--- config.mk ---
export PLATFORM = sky130hd
export DESIGN_NAME = erase_sequencer
export DESIGN_NICKNAME = d
export VERILOG_FILES = /design/src/rtl/erase_seq_pkg.sv /design/src/rtl/erase_pulse_ledger.sv /design/src/rtl/phase_timer.sv /design/src/rtl/erase_sequencer.sv
export SDC_FILE = /design/constraint.sdc
export NUM_CORES = 1
export LEC_CHECK = 0
export ABC_AREA = 0
export BUFFER_PORTS_ARGS = -buffer_cell sky130_fd_sc_hd__buf_2
export CORE_MARGIN = 1
export CORE_UTILIZATION = 55
export CTS_CLUSTER_SIZE = 8
export DETAILED_ROUTE_END_ITERATION = 8
export PLACE_DENSITY_LB_ADDON = 0.08
export SLEW_MARGIN = 20
export SYNTH_ARGS = -nofsm -noshare
export SYNTH_HDL_FRONTEND = slang
export SYNTH_SLANG_ARGS = --single-unit
--- constraint.sdc ---
create_clock -name clk -period 3.48 [get_ports clk]
set_clock_uncertainty 0.05 [all_clocks]
set_input_delay 0 -clock clk [delete_from_list [all_inputs] [get_ports clk]]
set_output_delay 0 -clock clk [all_outputs]
set_load 0.05 [all_outputs]
--- src/rtl/erase_seq_pkg.sv ---
package erase_seq_pkg;

    typedef enum logic [2:0] {
        ST_IDLE      = 3'd0,
        ST_PULSE     = 3'd1,
        ST_DISCHARGE = 3'd2,
        ST_VERIFY    = 3'd3,
        ST_SUSPEND   = 3'd4
    } erase_state_e;

    typedef struct packed {
        logic busy;
        logic suspended;
        logic pulse_en;
        logic discharge_en;
        logic verify_en;
    } phase_drive_t;

    function automatic phase_drive_t decode_state(erase_state_e st);
        phase_drive_t d;
        d = '0;
        d.busy         = (st != ST_IDLE);
        d.suspended    = (st == ST_SUSPEND);
        d.pulse_en     = (st == ST_PULSE);
        d.discharge_en = (st == ST_DISCHARGE);
        d.verify_en    = (st == ST_VERIFY);
        return d;
    endfunction

endpackage

--- src/rtl/erase_pulse_ledger.sv ---
// Holds the pulse cycles still owed to the current erase.
module erase_pulse_ledger #(
    parameter int CYCLES = 150000,
    parameter int W      = $clog2(CYCLES + 1)
) (
    input  logic clk,
    input  logic rst_n,
    input  logic load,
    input  logic consume,
    output logic owed_zero,
    output logic owed_last
);
    localparam logic [W-1:0] FULL = W'(CYCLES);

    logic [W-1:0] owed_q;

    always_ff @(posedge clk or negedge rst_n) begin
        if (!rst_n) begin
            owed_q <= '0;
        end else if (load) begin
            owed_q <= FULL;
        end else if (consume && owed_q != '0) begin
            owed_q <= owed_q - 1'b1;
        end
    end

    assign owed_zero = (owed_q == '0);
    assign owed_last = (owed_q == W'(1));
endmodule

--- src/rtl/phase_timer.sv ---
// Counts cycles spent in a timed phase; restarts on every phase entry.
module phase_timer #(
    parameter int W = 10
) (
    input  logic         clk,
    input  logic         rst_n,
    input  logic         restart,
    input  logic         run,
    input  logic [W-1:0] limit,
    output logic         last
);
    logic [W-1:0] cnt_q;

    always_ff @(posedge clk or negedge rst_n) begin
        if (!rst_n) begin
            cnt_q <= '0;
        end else if (restart) begin
            cnt_q <= '0;
        end else if (run) begin
            cnt_q <= cnt_q + 1'b1;
        end
    end

    assign last = run && (cnt_q == limit - 1'b1);
endmodule

--- src/rtl/erase_sequencer.sv ---
module erase_sequencer
    import erase_seq_pkg::*;
#(
    parameter int PULSE_CYCLES     = 150000,
    parameter int DISCHARGE_CYCLES = 400,
    parameter int VERIFY_CYCLES    = 800
) (
    input  logic       clk,
    input  logic       rst_n,
    input  logic       start_erase,
    input  logic       read_pending,
    input  logic       read_done,
    output logic       busy,
    output logic       suspended,
    output logic       erase_pulse_en,
    output logic       wire_reset_en,
    output logic       verify_en,
    output logic       erase_done,
    output logic [2:0] status
);
    localparam int LONGEST = (DISCHARGE_CYCLES > VERIFY_CYCLES) ? DISCHARGE_CYCLES : VERIFY_CYCLES;
    localparam int TW      = $clog2(LONGEST + 1);
    localparam int PW      = $clog2(PULSE_CYCLES + 1);

    erase_state_e state_q, state_d;
    logic         owed_zero, owed_last;
    logic         timer_last;
    logic [TW-1:0] timer_limit;
    logic         timed_phase;
    phase_drive_t drive;

    erase_pulse_ledger #(.CYCLES(PULSE_CYCLES), .W(PW)) u_ledger (
        .clk       (clk),
        .rst_n     (rst_n),
        .load      (state_q == ST_IDLE && start_erase),
        .consume   (state_q == ST_PULSE),
        .owed_zero (owed_zero),
        .owed_last (owed_last)
    );

    assign timed_phase = (state_q == ST_DISCHARGE) || (state_q == ST_VERIFY);
    assign timer_limit = (state_q == ST_DISCHARGE) ? TW'(DISCHARGE_CYCLES) : TW'(VERIFY_CYCLES);

    phase_timer #(.W(TW)) u_timer (
        .clk     (clk),
        .rst_n   (rst_n),
        .restart (state_d != state_q),
        .run     (timed_phase),
        .limit   (timer_limit),
        .last    (timer_last)
    );

    // Next-state logic
    always_comb begin
        state_d = state_q;
        unique case (state_q)
            ST_IDLE: begin
                if (start_erase) state_d = ST_PULSE;
            end
            ST_PULSE: begin
                if (read_pending || owed_last) state_d = ST_DISCHARGE;
            end
            ST_DISCHARGE: begin
                if (timer_last) begin
                    if (!owed_zero || read_pending) state_d = ST_SUSPEND;
                    else                            state_d = ST_VERIFY;
                end
            end
            ST_VERIFY: begin
                if (read_pending)    state_d = ST_SUSPEND;
                else if (timer_last) state_d = ST_IDLE;
            end
            ST_SUSPEND: begin
                if (read_done) state_d = owed_zero ? ST_VERIFY : ST_PULSE;
            end
            default: state_d = ST_IDLE;
        endcase
    end

    // State register
    always_ff @(posedge clk or negedge rst_n) begin
        if (!rst_n) state_q <= ST_IDLE;
        else        state_q <= state_d;
    end

    // Registered outputs, aligned with the state register
    assign drive = decode_state(state_d);

    always_ff @(posedge clk or negedge rst_n) begin
        if (!rst_n) begin
            busy           <= 1'b0;
            suspended      <= 1'b0;
            erase_pulse_en <= 1'b0;
            wire_reset_en  <= 1'b0;
            verify_en      <= 1'b0;
            erase_done     <= 1'b0;
            status         <= 3'd0;
        end else begin
            busy           <= drive.busy;
            suspended      <= drive.suspended;
            erase_pulse_en <= drive.pulse_en;
            wire_reset_en  <= drive.discharge_en;
            verify_en      <= drive.verify_en;
            erase_done     <= (state_q == ST_VERIFY) && (state_d == ST_IDLE);
            status         <= state_d;
        end
    end
endmodule

==> results of run 1 <==
-- cell usage in the layout (no fill, tap or decap), types with 3 or more instances in the layout --
master / instances
nand2_1: 10
o21a_1: 4
nor3_1: 11
clkbuf_8: 5
nor3_2: 10
mux2i_1: 4
nor4_1: 3
nor2_1: 18
inv_1: 4
nand3_1: 8
nand4_1: 5
or4_1: 10
xor2_1: 8
o31ai_1: 7
dfrtp_1: 37
nand2b_1: 4
clkbuf_1: 3
nor2b_1: 4
o211ai_1: 5
o21ai_0: 8
a21oi_1: 5
xnor2_1: 4
buf_4: 6
ha_1: 4
or3_1: 10
buf_2: 13
or3b_2: 3
-- flip-flops by register name (all words and copies together) (netlist names) --
register / flops
suspended: 1
erase_pulse_en: 1
status: 3
u_ledger.owed_q: 18
wire_reset_en: 1
verify_en: 1
u_timer.cnt_q: 10
erase_done: 1
busy: 1
-- area by class of cell --
cell class	count	area [um^2]
inverter	4	15.0
sequential	37	926
timing repair buffer	20	120
tap	48	60.1
multi-input combinational	167	1140
clock buffer	8	80.1
fill	321	1350
-- cells by family after synthesis --
| logic type | count (synthesis) |
|---|---|
| xor gates and xnor gates | 12 |
| muxes | 5 |
| adders and majority gates | 4 |
| and+or+nand+nor | 105 |
| AOI/OAI and AO/OA | 41 |
| buffers and inverters | 15 |
| DFF | 37 |
-- where the power goes --
part	switching (mW)	total, mW	internal, mW
clock network	0.143	0.285	0.142
registers	0.0700	0.578	0.508
logic	0.507	0.738	0.231
total	0.720	1.60	0.881
-- worst register-to-register path, delay by kind of cell (launching register included) --
| kind | cells | cell delay (ns) |
|---|---|---|
| simple gates | 4 | 1.85 |
| compound gates | 1 | 0.58 |
| flops | 1 | 0.43 |
-- per-layer routing --
layer  up-vias  global-route usage  routed length [um]
met1       849               0.345                2120
met3         6              0.0625                 320
met2        69               0.370                2090
li1        851                   -                   -
met5         -                   0                   0
met4         0               0.100                  70
-- through the flow --
stage / hold slack (ns) / setup slack, ns / cells / utilization
after floorplan: -0.346 / 0.679 / 219 / -
after global placement: 0.0633 / 0.552 / 274 / 0.609
after detailed placement: 0.0894 / 0.436 / 274 / 0.609
after CTS: 0.110 / 0.420 / 283 / 0.633
after global routing: 0.145 / 0.180 / 284 / 0.635
final: 0.118 / 0.433 / 284 / 0.635
-- final timing paths --
path | start | to | slack (ns) | cells past startpoint
max in group asynchronous | rst_n | u_timer.cnt_q[8] | 2.56 | 2
hold reg to reg | u_ledger.owed_q[13] | u_ledger.owed_q[13] | 0.47 | 1
setup / recovery | u_ledger.owed_q[5] | u_timer.cnt_q[5] | 0.43 | 5
setup reg to reg | u_ledger.owed_q[5] | u_timer.cnt_q[5] | 0.43 | 5
min in group asynchronous | rst_n | u_ledger.owed_q[2] | 0.30 | 2
hold / removal | read_pending | status[2] | 0.12 | 3
-- timing repair --
action / in CTS / in global routing
setup endpoints to repair: 0 / 0
endpoints found under the hold margin: 37 / 0
hold buffers: 1 / 0
setup buffers: 0 / 0
==> metrics.txt, run 1 <==
status completed; global route total overflow 0; Post-synth EDFFs 0; I/O Pins 14; area delta synth->final 9.47%; drc violations 0; routability cong. 0.831; average vias per placed instance 6.25; Final Max Tran Viols 0; Crit path required time 3.58 ns; all-layer global routing usage 0.249; crit-path cells or4_1, or4_1, nor4_1, o41a_1, nor3_2; CTS tree yes; Die Ht 64.4 um; 1st-iter DRT viols 114; Final HPWL DP 3.18 mm; count of input and output buffers 13; post-cts repair resize count 0; type of the worst min-delay path in2reg; register area share after synthesis 0.432; clk sinks 37; CTS H-Tree Depth 2; Synth async-reset ratio 1.00; worst-path fanout max 10; CTS max path bufs 2; post-synth top area share 0.432; 1st-pass router iterations 4; synth unique cells 42; PD cells 683 mW/mm^2; clk_lat worst skew 0.29 ns; slew margin rel. 0.449; synth cell count leaders dfrtp_1, nor2_1, nor3_1; Routed Antenna Nets 0; most frequent CP cell or4_1; leading area contributor after synthesis dfrtp_1; first-pass GRT wire length 7.77 mm; Avg WL per Cell 16.2 um; Root Buffer clkbuf_8; ANT cells 0; Clk pin slew, worst setup/hold paths 0.07 ns; # setup viols final 0; Fin. Hold Viols 0; xor/xnor share of the synthesized area 0.0491; average size of a mapped cell 9.78 um^2; CP peak stage delay 0.66 ns; largest family of logic cells by synthesized area simple AND/OR/NAND/NOR gates; RSZ-0062 raised after global routing no; Die Width 64.4 um; launching element type of the critical path flop; layout cells sized above 1 0.165; Tmin final 3.05 ns; vias in the first global route 1646; design area 0.00234 mm^2; post-synthesis mux area share 0.0240; leading post-synthesis cells by cell area dfrtp_1, nor3_2, or4_1, xor2_1, nor2_1; Crit. End Element flop; Post-Syn Nets 228; Max VDD drop 0.306 mV; Slowest-stage cell, CP or4_1; largest net degree at the start of global routing 38; TNS Setup 0 ns; crit path kind reg2reg; count leader, synth dfrtp_1; arrival time worst endpoint 3.14 ns; via count 1775; leakage power 0.915 nW; starting density of the core 0.580; mapped cell area 0.00214 mm^2; CP delay by family, top simple AND/OR/NAND/NOR gates; die area 0.00415 mm^2; fmax 328 MHz; synthesized-area fraction occupied by adder cells 0.0234; compound-cell area share of the yosys netlist 0.139; Synth Area in Simple Gates 0.298; prevailing post-synth register cell dfrtp_1; Worst Path Buf+Inv 0; FF+latch count, synth 37; final net count 244; Routed WL 4.60 mm; CTS buffer count 5; Ys Warns 0; Post-Synthesis Cells 219; Worst-Margin Slew 0.826 ns; Post-DP Area 0.00225 mm^2; Max Cap Viol 0; Rows 22; core area 0.00369 mm^2; initial antenna violation count 0; fin crit share 0.876; Power Total 1.60 mW
(Power assumes the default switching activity.)
==> run 2: changes to the inputs <==
PLACE_DENSITY = 0.73   (was not set)
PLACE_DENSITY_LB_ADDON = not set   (was 0.08)
==> run 2 against run 1 <==
Against the previous run: clock power about the same; sequential share of layout area is 0.13 points higher; cell count decreased by 0.35%; non-clock buffer count down 1; die area did not move; routed wire length down 5.4%; maximum frequency is 2.4% higher; combinational power decreased by 2%; via count is 2.8% lower; global-route usage down 1.0 points; largest cell class unchanged; largest power group unchanged.
==> metrics.txt, run 2 (synthesized netlist as in run 1, its figures left out) <==
crit path kind reg2reg (unchanged); Max VDD drop 0.273 mV (was 0.306 mV); layout cells sized above 1 0.162 (was 0.165); initial antenna violation count 0 (unchanged); Die Width 64.4 um (unchanged); slew margin rel. 0.469 (was 0.449); Die Ht 64.4 um (unchanged); 1st-iter DRT viols 132 (was 114); Root Buffer clkbuf_8 (unchanged); routability cong. 0.815 (was 0.831); 1st-pass router iterations 4 (unchanged); via count 1725 (was 1775); post-cts repair resize count 0 (unchanged); CTS tree yes (unchanged); CTS H-Tree Depth 2 (unchanged); Routed Antenna Nets 0 (unchanged); clk sinks 37 (unchanged); starting density of the core 0.580 (unchanged); Max Cap Viol 0 (unchanged); area delta synth->final 9.12% (was 9.47%); commonest non-fill, non-tap cells in the layout dfrtp_1, nor2_1, buf_2 (unchanged); # setup viols final 0 (unchanged); status completed (unchanged); count of input and output buffers 13 (unchanged); drc violations 0 (unchanged); launching element type of the critical path flop (unchanged); Hold Buf Count CTS 1 (unchanged); average vias per placed instance 6.10 (was 6.25); all-layer global routing usage 0.238 (was 0.249); Crit path required time 3.58 ns (about the same); final net count 243 (was 244); type of the worst min-delay path in2reg (unchanged); arrival time worst endpoint 3.08 ns (was 3.14 ns); Top reg by flops u_ledger.owed_q (unchanged); setup repair bufs after CTS 0 (unchanged); max reg flops 18 (unchanged); vias in the first global route 1611 (was 1646); Tmin final 2.98 ns (was 3.05 ns); Final Max Tran Viols 0 (unchanged); fin crit share 0.855 (was 0.876); top flop regs u_ledger.owed_q x18, u_timer.cnt_q x10, status x3 (unchanged); clk_lat worst skew 0.29 ns (about the same); first-pass GRT wire length 7.50 mm (was 7.77 mm); TNS Setup 0 ns (unchanged); leakage power 0.909 nW (was 0.915 nW); Power Total 1.59 mW (was 1.60 mW); worst-path fanout max 10 (unchanged); PD cells 682 mW/mm^2 (was 683 mW/mm^2); Routed WL 4.35 mm (was 4.60 mm); die area 0.00415 mm^2 (unchanged); Clk pin slew, worst setup/hold paths 0.07 ns (about the same); CTS max path bufs 2 (unchanged); Final HPWL DP 3.06 mm (was 3.18 mm); core area 0.00369 mm^2 (unchanged); global route total overflow 0 (unchanged); ANT cells 0 (unchanged); I/O Pins 14 (unchanged); Worst-Margin Slew 0.796 ns (was 0.826 ns); commonest non-fill, non-tap cell in the layout dfrtp_1 (unchanged); Crit. End Element flop (unchanged); CTS buffer count 5 (unchanged); Rows 22 (unchanged); Fin. Hold Viols 0 (unchanged); Avg WL per Cell 15.4 um (was 16.2 um); fmax 336 MHz (was 328 MHz); largest net degree at the start of global routing 38 (unchanged); RSZ-0062 raised after global routing no (unchanged)
run 2: cell types whose count changed in the layout (fill, tap and decap cells not counted):
cell / previous run / this run
buf_4: 6 / 4
clkbuf_4: 0 / 1
run 2: final cells by class:
cell class	count	area, um^2
clock buffers	8	80.1
multi-input cells	167	1140
well taps	48	60.1
repair buffers	19	113
inverters	4	15.0
fillers	302	1350
flip-flops and latches	37	926
run 2: routing by layer:
layer  global-route usage  up-vias  routed length (um)
li1                     -      852                   -
met1                0.323      827                2110
met2                0.368       40                2010
met3               0.0607        6                 178
met4               0.0833        0                  59
met5                    0        -                   0
run 2: per-stage QoR:
stage	hold slack [ns]	util	area (um^2)	instances	setup slack [ns]
6_report	0.117	0.633	2340	283	0.505
3_5_place_dp	0.0854	0.607	2240	273	0.482
4_1_cts	0.105	0.631	2330	282	0.483
2_1_floorplan	-0.346	-	2140	219	0.679
5_1_grt	0.157	0.633	2340	283	0.249
3_3_place_gp	0.0663	0.607	2240	273	0.569
run 2: worst paths after layout:
check | end | slack, ns | from | depth (start not counted)
worst max register to register | u_timer.cnt_q[8] | 0.50 | u_ledger.owed_q[5] | 5
worst min register to register | u_ledger.owed_q[13] | 0.48 | u_ledger.owed_q[13] | 1
worst max-delay path | u_timer.cnt_q[8] | 0.50 | u_ledger.owed_q[5] | 5
worst min-delay path | status[2] | 0.12 | read_pending | 3
max in group asynchronous | u_timer.cnt_q[1] | 2.60 | rst_n | 2
min in group asynchronous | verify_en | 0.28 | rst_n | 2
run 2: power by group:
part	switching [mW]	internal, mW
clock	0.146	0.142
combinational	0.493	0.227
sequential	0.0771	0.508
total	0.716	0.877
run 2: critical path, cell delays in order, from the launching register on:
cell and delay (ns):
dfrtp_1 0.43, or4_1 0.65, or4_1 0.63, nor4_1 0.40, o41a_1 0.56, nor3_2 0.11
